[src/rtl/rtc_pkg.sv]
package rtc_pkg;

  typedef struct packed {
    logic [7:0] year;
    logic [7:0] month;
    logic [7:0] day;
    logic [7:0] wday;
    logic [7:0] hour;
    logic [7:0] min;
    logic [7:0] sec;
  } rtc_time_t;

  localparam logic [1:0] ADDR_CTRL = 2'd0;
  localparam logic [1:0] ADDR_LO   = 2'd1;
  localparam logic [1:0] ADDR_HI   = 2'd2;

  localparam int READY_BIT = 15;
  localparam int FAIL_BIT  = 14;

  function automatic logic nibbles_ok(input logic [7:0] b);
    return (b[7:4] <= 4'd9) && (b[3:0] <= 4'd9);
  endfunction

  function automatic logic [7:0] bcd_inc(input logic [7:0] b);
    if (b[3:0] >= 4'd9) return {b[7:4] + 4'd1, 4'd0};
    return b + 8'd1;
  endfunction

  function automatic logic [7:0] bcd_to_bin(input logic [7:0] b);
    return ({4'd0, b[7:4]} * 8'd10) + {4'd0, b[3:0]};
  endfunction

  function automatic logic [7:0] month_last_day(input logic [7:0] month,
                                                input logic [7:0] year);
    logic [7:0] ybin;
    ybin = bcd_to_bin(year);
    case (month)
      8'h02:                      return (ybin[1:0] == 2'd0) ? 8'h29 : 8'h28;
      8'h04, 8'h06, 8'h09, 8'h11: return 8'h30;
      default:                    return 8'h31;
    endcase
  endfunction

endpackage

[src/rtl/rtc_time_check.sv]
module rtc_time_check
  import rtc_pkg::*;
(
  input  rtc_time_t cand,
  output logic      ok
);
  logic digits_ok;
  logic ranges_ok;

  always_comb begin
    digits_ok = nibbles_ok(cand.year) && nibbles_ok(cand.month) &&
                nibbles_ok(cand.day)  && nibbles_ok(cand.hour)  &&
                nibbles_ok(cand.min)  && nibbles_ok(cand.sec);
    ranges_ok = (cand.month >= 8'h01) && (cand.month <= 8'h12) &&
                (cand.day   >= 8'h01) && (cand.day   <= 8'h31) &&
                (cand.hour  <= 8'h23) && (cand.min   <= 8'h59) &&
                (cand.sec   <= 8'h59) && (cand.wday  <= 8'd6);
    ok = digits_ok && ranges_ok;
  end
endmodule

[src/rtl/rtc_time_keeper.sv]
module rtc_time_keeper
  import rtc_pkg::*;
(
  input  logic      clk,
  input  logic      rst_n,
  input  logic      tick,
  input  logic      load,
  input  rtc_time_t load_val,
  output rtc_time_t now
);
  localparam rtc_time_t RESET_TIME = '{year: 8'h00, month: 8'h01, day: 8'h01,
                                       wday: 8'd0, hour: 8'h00, min: 8'h00,
                                       sec: 8'h00};

  rtc_time_t nxt;
  logic c_min, c_hour, c_day, c_month, c_year;

  always_comb begin
    nxt     = now;
    c_min   = 1'b0;
    c_hour  = 1'b0;
    c_day   = 1'b0;
    c_month = 1'b0;
    c_year  = 1'b0;
    if (tick) begin
      if (now.sec >= 8'h59) begin nxt.sec = 8'h00; c_min = 1'b1; end
      else nxt.sec = bcd_inc(now.sec);
      if (c_min) begin
        if (now.min >= 8'h59) begin nxt.min = 8'h00; c_hour = 1'b1; end
        else nxt.min = bcd_inc(now.min);
      end
      if (c_hour) begin
        if (now.hour >= 8'h23) begin nxt.hour = 8'h00; c_day = 1'b1; end
        else nxt.hour = bcd_inc(now.hour);
      end
      if (c_day) begin
        nxt.wday = (now.wday >= 8'd6) ? 8'd0 : now.wday + 8'd1;
        if (now.day >= month_last_day(now.month, now.year)) begin
          nxt.day = 8'h01;
          c_month = 1'b1;
        end else nxt.day = bcd_inc(now.day);
      end
      if (c_month) begin
        if (now.month >= 8'h12) begin nxt.month = 8'h01; c_year = 1'b1; end
        else nxt.month = bcd_inc(now.month);
      end
      if (c_year) nxt.year = (now.year >= 8'h99) ? 8'h00 : bcd_inc(now.year);
    end
  end

  always_ff @(posedge clk or negedge rst_n) begin
    if (!rst_n)    now <= RESET_TIME;
    else if (load) now <= load_val;
    else           now <= nxt;
  end
endmodule

[src/rtl/rtc_cmd_ctrl.sv]
module rtc_cmd_ctrl #(
  parameter int BUSY_CYCLES = 8
) (
  input  logic        clk,
  input  logic        rst_n,
  input  logic        cmd_wr,
  input  logic [31:0] cmd_val,
  input  logic        set_ok,
  output logic        ready,
  output logic        fail,
  output logic        do_set,
  output logic        do_get
);
  localparam int CNT_W = $clog2(BUSY_CYCLES + 1);
  localparam logic [CNT_W-1:0] CNT_LOAD = CNT_W'(BUSY_CYCLES);
  localparam logic [CNT_W-1:0] CNT_ONE  = CNT_W'(1);

  logic [CNT_W-1:0] cnt;
  logic             op_is_set;
  logic             done;

  assign ready  = (cnt == '0);
  assign done   = (cnt == CNT_ONE);
  assign do_set = done && op_is_set && set_ok;
  assign do_get = done && !op_is_set;

  always_ff @(posedge clk or negedge rst_n) begin
    if (!rst_n) begin
      cnt       <= '0;
      op_is_set <= 1'b0;
      fail      <= 1'b0;
    end else if (ready) begin
      if (cmd_wr) begin
        case (cmd_val)
          32'd0: fail <= 1'b0;
          32'd1: begin cnt <= CNT_LOAD; op_is_set <= 1'b1; end
          32'd2: begin cnt <= CNT_LOAD; op_is_set <= 1'b0; end
          default: fail <= 1'b1;
        endcase
      end
    end else begin
      cnt <= cnt - CNT_ONE;
      if (done) fail <= op_is_set ? !set_ok : 1'b0;
    end
  end
endmodule

[src/rtl/rtc_cmd_front.sv]
module rtc_cmd_front
  import rtc_pkg::*;
#(
  parameter int BUSY_CYCLES = 8
) (
  input  logic        clk,
  input  logic        rst_n,
  input  logic        tick,
  input  logic        reg_wr,
  input  logic [1:0]  reg_addr,
  input  logic [31:0] reg_wdata,
  output logic [31:0] reg_rdata
);
  logic        ready, fail, do_set, do_get, set_ok;
  logic [31:0] val_lo;
  logic [23:0] val_hi;
  rtc_time_t   cand, cur_time;
  logic [7:0]  cur_sec;

  assign cur_sec = cur_time.sec;

  assign cand = '{year: val_lo[7:0], month: val_lo[15:8], day: val_lo[23:16],
                  wday: val_lo[31:24], hour: val_hi[7:0], min: val_hi[15:8],
                  sec: val_hi[23:16]};

  rtc_cmd_ctrl #(.BUSY_CYCLES(BUSY_CYCLES)) u_ctrl (
    .clk(clk), .rst_n(rst_n),
    .cmd_wr(reg_wr && reg_addr == ADDR_CTRL), .cmd_val(reg_wdata),
    .set_ok(set_ok), .ready(ready), .fail(fail),
    .do_set(do_set), .do_get(do_get)
  );

  rtc_time_check u_check (.cand(cand), .ok(set_ok));

  rtc_time_keeper u_keep (
    .clk(clk), .rst_n(rst_n), .tick(tick),
    .load(do_set), .load_val(cand), .now(cur_time)
  );

  always_ff @(posedge clk or negedge rst_n) begin
    if (!rst_n) begin
      val_lo <= '0;
      val_hi <= '0;
    end else if (do_get) begin
      val_lo <= {cur_time.wday, cur_time.day, cur_time.month, cur_time.year};
      val_hi <= {cur_time.sec, cur_time.min, cur_time.hour};
    end else if (ready && reg_wr) begin
      if (reg_addr == ADDR_LO) val_lo <= reg_wdata;
      if (reg_addr == ADDR_HI) val_hi <= reg_wdata[23:0];
    end
  end

  always_comb begin
    reg_rdata = '0;
    case (reg_addr)
      ADDR_CTRL: begin
        reg_rdata[READY_BIT] = ready;
        reg_rdata[FAIL_BIT]  = fail;
      end
      ADDR_LO: reg_rdata = val_lo;
      ADDR_HI: reg_rdata = {8'd0, val_hi};
      default: reg_rdata = '0;
    endcase
  end
endmodule

[config.mk]
export PLATFORM = sky130hd
export DESIGN_NAME = rtc_cmd_front
export DESIGN_NICKNAME = d
export VERILOG_FILES = /design/src/rtl/rtc_pkg.sv /design/src/rtl/rtc_time_check.sv /design/src/rtl/rtc_time_keeper.sv /design/src/rtl/rtc_cmd_ctrl.sv /design/src/rtl/rtc_cmd_front.sv
export SDC_FILE = /design/constraint.sdc
export NUM_CORES = 1
export LEC_CHECK = 0
export BUFFER_PORTS_ARGS = -buffer_cell sky130_fd_sc_hd__buf_2
export CORE_ASPECT_RATIO = 0.5
export CORE_MARGIN = 2
export CORE_UTILIZATION = 50
export DETAILED_ROUTE_END_ITERATION = 8
export PLACE_DENSITY_LB_ADDON = 0.1
export RECOVER_POWER = 100
export SYNTH_ARGS = -nofsm -noshare
export SYNTH_HDL_FRONTEND = slang
export SYNTH_SLANG_ARGS = --single-unit
[constraint.sdc]
create_clock -name clk -period 5.11 [get_ports clk]
set_input_delay 0.511 -clock clk [delete_from_list [all_inputs] [get_ports clk]]
set_output_delay 0.511 -clock clk [all_outputs]
set_load 0.01 [all_outputs]
# Word level (Yosys, flattened, before mapping)
# Index checks and enable logic that the tools add are counted.
# Widths: inputs -> output; s select.
classes:
  addsub: 15
  multipliers: 1
  n_lt_le_gt_ge: 33
  eq_ne: 13
  n_mux: 84
  reduce_logical: 53
ops:
  columns: ["cell", "n"]
  rows:
  - ["$mux 8", 25]
  - ["$mux 56", 2]
  - ["$mux 32", 3]
  - ["$mux 24", 3]
  - ["$add 8x1->8 const B", 7]
  - ["$le 4x4->1 const B", 12]
  - ["$mux 1", 41]
  - ["$eq 32x1->1 const B", 1]
  - ["$eq 32x2->1 const B", 1]
  - ["$logic_not 32->1", 1]
  - ["$pmux 16 s2", 1]
  - ["$pmux 14 s2", 1]
  - ["$add 4x1->4 const B", 6]
  - ["$ge 4x4->1 const B", 6]
  - ["$logic_and 1x1->1", 24]
  - ["$reduce_bool 2->1", 11]
  - ["$eq 8x3->1 const B", 2]
  - ["$ge 8x1->1 const B", 2]
  - ["$ge 8x7->1 const B", 2]
  - ["$le 8x6->1 const B", 2]
  - ["$le 8x7->1 const B", 2]
  - ["$mux 16", 1]
  - ["$pmux 8 s2", 1]
  - ["$reduce_and 2->1", 8]
  - ["other kinds (27)", 34]
word_totals:
  reg_bits: 118
  output_inout_bits: 32

# Longest topological paths before layout
logic_depth:
  ltp_word: 22
  depth_mapped: 15
  ltp_nobuf: 14

# Cells and area by module
# From an unflattened synthesis, not the netlist that was laid out.
unflattened:
  hier_cells: 869
  area_unflattened_um2: 7796.2
modules_own_cells:
  columns: ["mod", "instances", "cells_each", "area_per_inst_um2"]
  rows:
  - ["rtc_time_keeper", 1, 406, 3723.6]
  - ["rtc_cmd_front", 1, 380, 3453.3]
  - ["rtc_cmd_ctrl", 1, 53, 442.9]
  - ["rtc_time_check", 1, 30, 176.4]

# Worst setup path before layout
# Ideal clock, no wire load.
synth_path:
  path_kind: "flip-flop to flip-flop"
  start: "register u_keep.now[40] (netlist bit)"
  end: "register u_keep.now[33] (netlist bit)"
  setup_ps: 65
  arrival_ps: 2813
  setup_slack_ps: 2232
  stages_incl_launch_ff: 14
  path_buffers: 0
  synth_period_minus_slack_ps: 2878
  path_cell_list: "dfstp_2 > inv_1 > ha_1 > o21ai_0 > o21ai_0 > a32oi_1 > nor3_1 > a21oi_1 > ha_1 > nor4b_2 > o211ai_4 > or2_2 > o311ai_1 > o21a_1"
synth_between:
  elab_chain_len: 10
  elab_cells_between_ends: 14
synth_lines:
  columns: ["item", "line", "text"]
  rows:
  - ["from (decl)", "rtc_time_keeper.sv:9", "output rtc_time_t now"]
  - ["from (signal assigned)", "rtc_time_keeper.sv:53", "else if (load) now <= load_val;"]
  - ["from (signal assigned)", "rtc_time_keeper.sv:54", "else now <= nxt;"]
  - ["$eq 8x3->1 (tied with other cells)", "rtc_pkg.sv:37", "case (month)"]
  - ["$reduce_or 4->1", "rtc_pkg.sv:37", null]
  - ["$pmux 8 s2 (*)", "rtc_pkg.sv:37", null]
  - ["$mux 8 (*)", "rtc_time_keeper.sv:36", "if (c_day) begin"]
  - ["$mux 8 (*)", "rtc_time_keeper.sv:25", "if (tick) begin"]
  - ["$ge 8x8->1 (*)", "rtc_time_keeper.sv:38", "if (now.day >= month_last_day(now.month, now.year)) begin"]
  - ["$mux 8 (*)", "rtc_time_keeper.sv:38", null]
  - ["$mux 16 (*)", "rtc_time_keeper.sv:36", null]
  - ["$mux 56 (*)", "rtc_time_keeper.sv:25", null]
  - ["$mux 56 (*)", "rtc_time_keeper.sv:53", null]
# Mark *: on every way between the ends. The rest lies on a longest branch, timed or not. The select of a mux whose other input is x is not followed.
# A chain may end at the register's enable or synchronous reset.

# Final worst setup path
layout_path:
  start: "register u_keep.now[40] (netlist bit)"
  end: "register u_keep.now[50] (netlist bit)"
layout_between:
  elab_chain_len: 13
  elab_cells_between_ends: 19
layout_lines:
  columns: ["item", "line", "text"]
  rows:
  - ["$eq 8x3->1 (tied with other cells)", "rtc_pkg.sv:37", null]
  - ["$reduce_or 4->1", "rtc_pkg.sv:37", null]
  - ["$pmux 8 s2", "rtc_pkg.sv:37", null]
  - ["$mux 8", "rtc_time_keeper.sv:36", null]
  - ["$mux 8", "rtc_time_keeper.sv:25", null]
  - ["$ge 8x8->1", "rtc_time_keeper.sv:38", null]
  - ["$mux 1", "rtc_time_keeper.sv:38", null]
  - ["$mux 1", "rtc_time_keeper.sv:36", null]
  - ["$mux 1", "rtc_time_keeper.sv:25", null]
  - ["$mux 1 (*)", "rtc_time_keeper.sv:43", "if (c_month) begin"]
  - ["$mux 1 (*)", "rtc_time_keeper.sv:25", null]
  - ["$reduce_bool 2->1 (no line) (*)", null, null]
  - ["$reduce_and 2->1 (no line) (*)", null, null]
# Marked as above.

==> impl_metrics.json <==
{
  "period_share": 0.766,
  "clock_path_buffers": 2,
  "critPathMaxFanout": 15,
  "synth_cell_types": 77,
  "first_iter_violations": 762,
  "cp_slowest_stage_delay_ns": 0.66,
  "clock_sinks": 118,
  "yosysWarnings": 0,
  "end_kind": "register",
  "wl_met3_mm": 2.36,
  "grt_first_pass_wirelength_mm": 35.6,
  "grt_max_degree": 77,
  "yosys.area.top_type_share": 0.391,
  "place.gp.congestion": 0.937,
  "maxCapViolations": 2,
  "async_reset_ff_frac": 1.00,
  "fin_setup_tns_ns": 0,
  "critPathLaunch": "u_keep.now[40]",
  "hpwl_mm": 16.1,
  "route.top_layer_used": "met4",
  "cp-start-kind": "register",
  "ant_nets": 0,
  "cp_top_family": "simple AND/OR/NAND/NOR gates",
  "worstSkewPairLatency_ns": 0.41,
  "synth_ff_type": "dfrtp_1",
  "power_density_nw_per_um2": 348,
  "synth_nets": 901,
  "skew_ns": 0.00809,
  "route.met2.wl_mm": 9.23,
  "clk_pin_slew_worst_paths_ns": 0.06,
  "postPlaceCellArea_um2": 7860,
  "yosys_register_bits": 118,
  "final_nets": 951,
  "h-tree-depth": 4,
  "postCtsSetupBuffers": 0,
  "fin_ws_ns": 1.19,
  "antenna_found_initial": 1,
  "synth_area_um2": 7420,
  "cts-root-buf": "clkbuf_16",
  "rsz0062_at_grt": "no",
  "coreArea_um2": 14500,
  "r2r-start": "u_keep.now[40]",
  "dieArea_um2": 15900,
  "cts-resized-gates": 0,
  "portBuffers": 69,
  "power.leakage_nw": 3.89,
  "crit_chain": "inv_1 > ha_1 > o21ai_0 > o21ai_0 > a32oi_1 > nor3_1 > nor2_1 > ha_1 > nand3_1 > o211ai_1 > nand4_1 > or4_1 > nand3_1 > o21a_1",
  "first_global_vias": 6243,
  "ir_drop_uv": 253,
  "crit_type": "reg -> reg",
  "grt_overflow": 0,
  "status": "finished, violations left",
  "dr.pass1.iters": 6,
  "io_pins": 70,
  "stdcell_area_um2": 8340,
  "post-route-min-period_ns": 3.92,
  "die_y_um": 90.2,
  "violations": "capacitance limit, slew limit",
  "die_w_um": 176,
  "final_util": 0.576,
  "fmax_ghz": 0.255,
  "syn2layout_area_growth_pct": 12.3,
  "wl_met1_mm": 10.6,
  "drc": 0,
  "tritoncts": "built",
  "grt.total_usage": 0.292,
  "yosys.area.top_type": "dfrtp_1",
  "slew_viol_final": 77,
  "synth_edf_count": 0,
  "drt-wirelength-per-cell_um": 20.7,
  "worst-path-buf-inv": 1,
  "vias_per_cell": 6.13,
  "slowest_stage": "or4_1",
  "whs_ns": 0.240,
  "tightest_slew_ns": 2.53,
  "drt-total-wl_mm": 22.4,
  "cts_buffers": 17,
  "cts_hold_buffers": 0,
  "drive_above_1_share": 0.111,
  "synth_cells": 822,
  "ys_seq_area_frac": 0.398,
  "hold_class": "in -> async",
  "vias": 6641,
  "synth_area_leaders": "dfrtp_1 39%, ha_1 6.9%, nand2_1 5.5%",
  "arrival_ns": 4.26,
  "setup_viol": 0,
  "row_count": 31,
  "start_util": 0.513,
  "hold_violations": 0,
  "cp.required_ns": 5.46,
  "syn_area_per_cell_um2": 9.03,
  "pre_cts_ws_ns": 1.88,
  "slew_headroom": -0.685
}
==> path summary, 6_finish.rpt <==
kind / to / slack [ns] / cells past startpoint
min: val_lo[8] / 0.24 / 1
min reg2reg: u_ctrl.fail / 0.50 / 1
min in group clk: val_hi[15] / 0.37 / 3
max in group asynchronous: val_lo[6] / 2.12 / 2
max reg2reg: u_keep.now[50] / 1.19 / 14
max: u_keep.now[50] / 1.19 / 14
==> power by group <==
| group | internal, W | switching, W | total [W] | leakage, nW |
|---|---|---|---|---|
| Clock | 0.000792 | 0.000455 | 0.00125 | 0.284 |
| Sequential | 0.00105 | 0.000185 | 0.00123 | 1.43 |
| Combinational | 0.000180 | 0.000244 | 0.000424 | 2.17 |
| Total | 0.00202 | 0.000883 | 0.00290 | 3.89 |
==> registers in the layout (all words and copies together), names as in the netlist <==
register,cells
u_ctrl.op_is_set,1
u_ctrl.fail,1
u_keep.now,56
val_lo,32
val_hi,24
u_ctrl.cnt,4
==> Yosys cell counts (3+ instances only) <==
library cell / count
o21a_1: 9
buf_2: 21
inv_1: 33
buf_4: 3
a21o_1: 5
nand4_1: 12
mux2_2: 9
and3_1: 23
o31ai_1: 6
mux2i_1: 35
nor3_1: 11
xor2_1: 4
clkbuf_1: 18
nand2_1: 108
a21oi_1: 44
nand3_1: 24
o211ai_1: 5
ha_1: 41
a31oi_1: 3
xnor2_1: 3
dfrtp_1: 116
or4_1: 4
o21bai_1: 3
nor4_1: 13
nor2b_1: 26
nor2_1: 58
o21ai_0: 67
a22oi_1: 51
==> routing by layer <==
layer / track usage / vias to the layer above
met5: 0 / -
li1: - / 3092
met2: 0.397 / 283
met3: 0.0808 / 15
met1: 0.458 / 3251
met4: 0.0544 / 0
==> metrics by stage <==
step	power (W)	cells
floorplan	0.00147	822
global placement	0.00166	1051
detailed placement	0.00167	1051
CTS	0.00292	1083
global route	0.00303	1083
finish	0.00290	1084
==> layout make-up <==
| type | instances | area [µm²] |
|---|---|---|
| fillers | 1346 | 6130 |
| multi-input cells | 627 | 4060 |
| flip-flops and latches | 118 | 2960 |
| clock buffers | 20 | 457 |
| repair buffers | 75 | 339 |
| well taps | 198 | 248 |
| clock inverters | 12 | 151 |
| inverters | 33 | 124 |
| diodes | 1 | 2.50 |
==> placed cells by master (no fill, tap or decap), types with 13 or more instances in the layout <==
cell type / instances
ha_1: 41
nand2_1: 108
and3_1: 23
nor4_1: 13
nand3_1: 23
clkbuf_16: 17
nand4_1: 14
o21ai_0: 67
nor2_1: 58
buf_2: 34
clkbuf_1: 38
inv_1: 33
a21oi_1: 44
a22oi_1: 51
nor2b_1: 26
mux2i_1: 35
dfrtp_1: 116
==> kinds of logic (layout without fill, tap and decap cells) <==
group | Yosys count | after routing | synth area share
XOR/XNOR | 7 | 7 | 0.00826
adder cells (fa/ha/maj) | 41 | 41 | 0.0691
other | 0 | 1 | 0
AO/OA/AOI/OAI | 229 | 229 | 0.207
AND/OR/NAND/NOR | 305 | 305 | 0.209
multiplexers | 45 | 45 | 0.0624
flip-flops | 118 | 118 | 0.398
buffers and inverters | 77 | 140 | 0.0460
(Power assumes the default switching activity.)
